<file path="config.mk">
export PLATFORM = sky130hd
export DESIGN_NAME = eow_status_mux
export DESIGN_NICKNAME = d
export VERILOG_FILES = /design/src/rtl/eow_status_mux.sv
export SDC_FILE = /design/constraint.sdc
export NUM_CORES = 1
export LEC_CHECK = 0
export ABC_AREA = 0
export BUFFER_PORTS_ARGS = -buffer_cell sky130_fd_sc_hd__buf_4
export CORE_AREA = 4 4 41 43
export CTS_BUF_LIST = sky130_fd_sc_hd__clkbuf_16
export DETAILED_ROUTE_END_ITERATION = 8
export DIE_AREA = 0 0 45 47
export SYNTH_ARGS = -nofsm -noshare
export SYNTH_HDL_FRONTEND = slang
export SYNTH_SLANG_ARGS = --single-unit
</file>
<file path="constraint.sdc">
create_clock -name clk -period 1.7 [get_ports clk]
set_input_delay 0.17 -clock clk [delete_from_list [all_inputs] [get_ports clk]]
set_output_delay 0.17 -clock clk [all_outputs]
set_load 0.02 [all_outputs]
</file>
<file path="src/rtl/eow_status_mux.sv">
module eow_status_mux #(
  parameter int DATA_W = 8
) (
  input  logic              clk,
  input  logic              rst_n,
  input  logic              chip_en_n,
  input  logic              out_en_n,
  input  logic              busy,
  input  logic [DATA_W-1:0] last_wr_data,
  input  logic [DATA_W-1:0] array_data,
  output logic [DATA_W-1:0] rd_data,
  output logic              drive_en
);

  localparam int POLL_B = DATA_W - 1;
  localparam int TOG_B  = DATA_W - 2;

  logic sel, sel_q, rd_start, tog_q, tog_view;
  logic [DATA_W-1:0] status;

  assign sel      = ~chip_en_n & ~out_en_n;
  assign rd_start = sel & ~sel_q;
  assign tog_view = tog_q ^ (rd_start & busy);

  always_ff @(posedge clk or negedge rst_n) begin
    if (!rst_n) begin
      sel_q <= 1'b0;
      tog_q <= 1'b0;
    end else begin
      sel_q <= sel;
      if (rd_start && busy) tog_q <= ~tog_q;
    end
  end

  always_comb begin
    status         = '0;
    status[POLL_B] = ~last_wr_data[POLL_B];
    status[TOG_B]  = tog_view;
  end

  assign drive_en = sel;
  assign rd_data  = !sel ? '0 : (busy ? status : array_data);

  p_hiz_r1: assert property (@(posedge clk) disable iff (!rst_n)
    (chip_en_n || out_en_n) |-> (!drive_en && rd_data == '0));

  p_true_r2: assert property (@(posedge clk) disable iff (!rst_n)
    (drive_en && !busy) |-> (rd_data == array_data));

  p_poll_r3: assert property (@(posedge clk) disable iff (!rst_n)
    (drive_en && busy) |-> (rd_data[POLL_B] != last_wr_data[POLL_B]));

  p_steady_r4: assert property (@(posedge clk) disable iff (!rst_n)
    (drive_en && busy && $past(drive_en) && $past(busy)) |-> $stable(rd_data[TOG_B]));

  p_resv_r5: assert property (@(posedge clk) disable iff (!rst_n)
    (drive_en && busy) |-> (rd_data[TOG_B-1:0] == '0));

endmodule

</file>
==> summary.txt <==
Setup path
  • Crit-path max cell delay: 390 ps
  • CP cell instances: xnor2_1 -> a31o_1 -> buf_4
  • Critical path peak fanout: 2
  • Setup crit end kind: output port
  • Slowest cell on crit path: dfrtp_1
  • R2R depth: 2
  • Worst EP arrival: 1120 ps
  • CP Data Required Time: 1530 ps
  • Crit path kind: flip-flop to output port
  • Startpoint types: flip-flop

GRT
  • GR Util All Layers: 6.64%
  • Via count of the first global-routing pass: 209
  • Total gr overflow: 0
  • Global-route wire length before repair: 903 microns
  • Antenna violations before repair: 0
  • Largest net degree at the start of global routing: 7

Timing
  • Fin crit share: 76.0%
  • Max transition margin: 77.9%
  • Final setup vio count: 0
  • Hold WS: 180 ps
  • Fin. max-slew vios: 0
  • Tmin final: 1290 ps
  • Fmax achieved: 774 MHz
  • Hold Vio Cnt, Final: 0
  • RSZ-0062 raised after global routing: no
  • Slew @ Worst Pin: 331 ps
  • Setup TNS: 0 ps
  • Worst Skew: 0.858 ps

Drt
  • Routed Antenna Nets: 0
  • Initial DRC Count: 0
  • Routed wire length: 582 microns
  • Vias/cell: 4.21
  • DRC Markers: 0
  • Wirelength per Cell: 10.0 microns
  • Via count: 244
  • Drt pass-1 iters: 1

Clock network
  • TritonCTS Sinks: 2
  • Cts repair resizes: 0
  • CTS Buf Count: 3
  • Max H-tree Level: 1
  • CTS tree: yes
  • Clock Latency Late Sink: 220 ps
  • Clock Tree Root: clkbuf_16
  • Clk buf depth: 2
  • Clock transition at path regs: 30 ps

Final layout
  • P&R area growth vs syn: 163%
  • Fin area: 434 sq um
  • Register area: 50.0 sq um
  • Final net count: 66
  • Antenna cells: 0
  • Final core utilization: 33.4%
  • Share of cells above drive strength 1: 62.8%
  • Leading cell type in the layout, fill and taps excluded: buf_4
  • Area of the multi-input gates: 115 sq um
  • Fillcell total: 147
  • Most frequent cells in the layout: buf_4, and2_1, clkbuf_16, nor2_1, dfrtp_1

Yosys
  • Syn Std Cell Area: 165 sq um
  • Synth area leaders: dfrtp_1, and2_1, nor4b_2
  • Mean post-synth cell area: 9.72 sq um
  • Synth warn: 0
  • Flops & latches, synth: 2
  • Synth top area share: 30.3%
  • Unique cell type count in the Yosys netlist: 10
  • Post-Syn Instances: 17
  • Seq/Total Area, Yosys: 30.3%
  • Syn_nets: 38
  • Post-synth top area cell: dfrtp_1

Power and ir drop
  • Switch share: 20.0%
  • P_int: 0.412 mW
  • Clock Power Share: 68.7%
  • Comb power frac: 17.0%
  • Pleak: 0.213 nW
  • Total power draw: 0.515 mW
  • IR drop worst, VDD: 667 uV
  • Switching power: 0.103 mW
  • PwrDens: 1190 nW/um^2
  • Part of the power in registers: 14.2%

Die
  • Core region area: 1300 sq um
  • DIE HEIGHT: 47 microns
  • Die X: 45 microns
  • Die area: 2120 sq um
  • Starting Density: 12.7%
  • Rows: 13
  • IO Pins: 30

Placement
  • Post-DP HPWL: 473 microns
  • Placed Area: 349 sq um
  • Port bufs: 22
  • Global placement routability congestion: 0.591

Job
  • Max-Cap Viols: 0

Hold path
  • Hold depth: 2
  • Worst min path class: primary input to flip-flop

Status
  • Status: complete, no violations
-- sequential cells by signal (all words and copies together), names as in the netlist --
signal	cells
sel_q	1
tog_q	1
-- cells in the mapped netlist --
master     n
nor3_2     1
and2_1     6
xor2_1     1
dfrtp_1    2
nor2_1     2
a31o_1     1
nor4b_1    1
xnor2_1    1
nor4b_2    1
a2111oi_1  1
-- per-stage QoR --
step                cells  setup slack (ps)
detailed placement     54               601
global route           58               385
finish                 58               408
floorplan              17               461
CTS                    58               400
global placement       54               598
-- kinds of logic after synthesis --
group                     after synthesis  share of synthesized area [%]
xor gates and xnor gates                2                           10.6
DFF                                     2                           30.3
AOI/OAI and AO/OA                       2                           11.4
and+or+nand+nor                        11                           47.7
-- critical path: cells and delay by family (launching register included) --
family,cells,cell delay (ps)
AOI/OAI and AO/OA,1,220
xor gates and xnor gates,1,150
buffers and inverters,1,150
DFF,1,390
-- layout make-up --
| class | instances | share of cell area (%) |
|---|---|---|
| sequential | 2 | 11.5 |
| timing repair buffer | 23 | 40.3 |
| clock buffer | 3 | 17.3 |
| tap | 15 | 4.32 |
| multi-input combinational | 15 | 26.5 |
-- final timing paths --
path                           start    endpoint  slack (ps)
max                            tog_q  rd_data[6]         410
min                        chip_en_n       sel_q         180
max reg2reg                    sel_q       tog_q         810
min reg2reg                    tog_q       tog_q         490
max in group asynchronous      rst_n       sel_q        1340
min in group asynchronous      rst_n       tog_q         270
-- power groups by stage --
| stage | Combinational [mW] | Sequential [mW] | Clock [mW] |
|---|---|---|---|
| floorplan | 0.0408 | 0.0718 | 0 |
| global placement | 0.0864 | 0.0732 | 0 |
| detailed placement | 0.0857 | 0.0742 | 0 |
| CTS | 0.0884 | 0.0743 | 0.361 |
| global route | 0.0937 | 0.0747 | 0.366 |
| finish | 0.0878 | 0.0734 | 0.354 |
-- what timing repair did --
| item | CTS | global route |
|---|---|---|
| buffers inserted | 0 | 0 |
| hold buffers | 1 | 0 |
| endpoints found under the hold margin | 2 | 0 |
-- layer usage --
metal | part of all wire, % | vias to the layer above | GRT usage [%] | routed length (microns)
met2 | 37 | 24 | 8.47 | 213
li1 | - | 114 | - | -
met4 | 4.0 | 0 | 7.02 | 23
met3 | 26 | 3 | 4.60 | 149
met5 | 0 | - | 0 | 0
met1 | 34 | 103 | 6.82 | 195
Note: power is estimated with default switching activity, not from simulation.
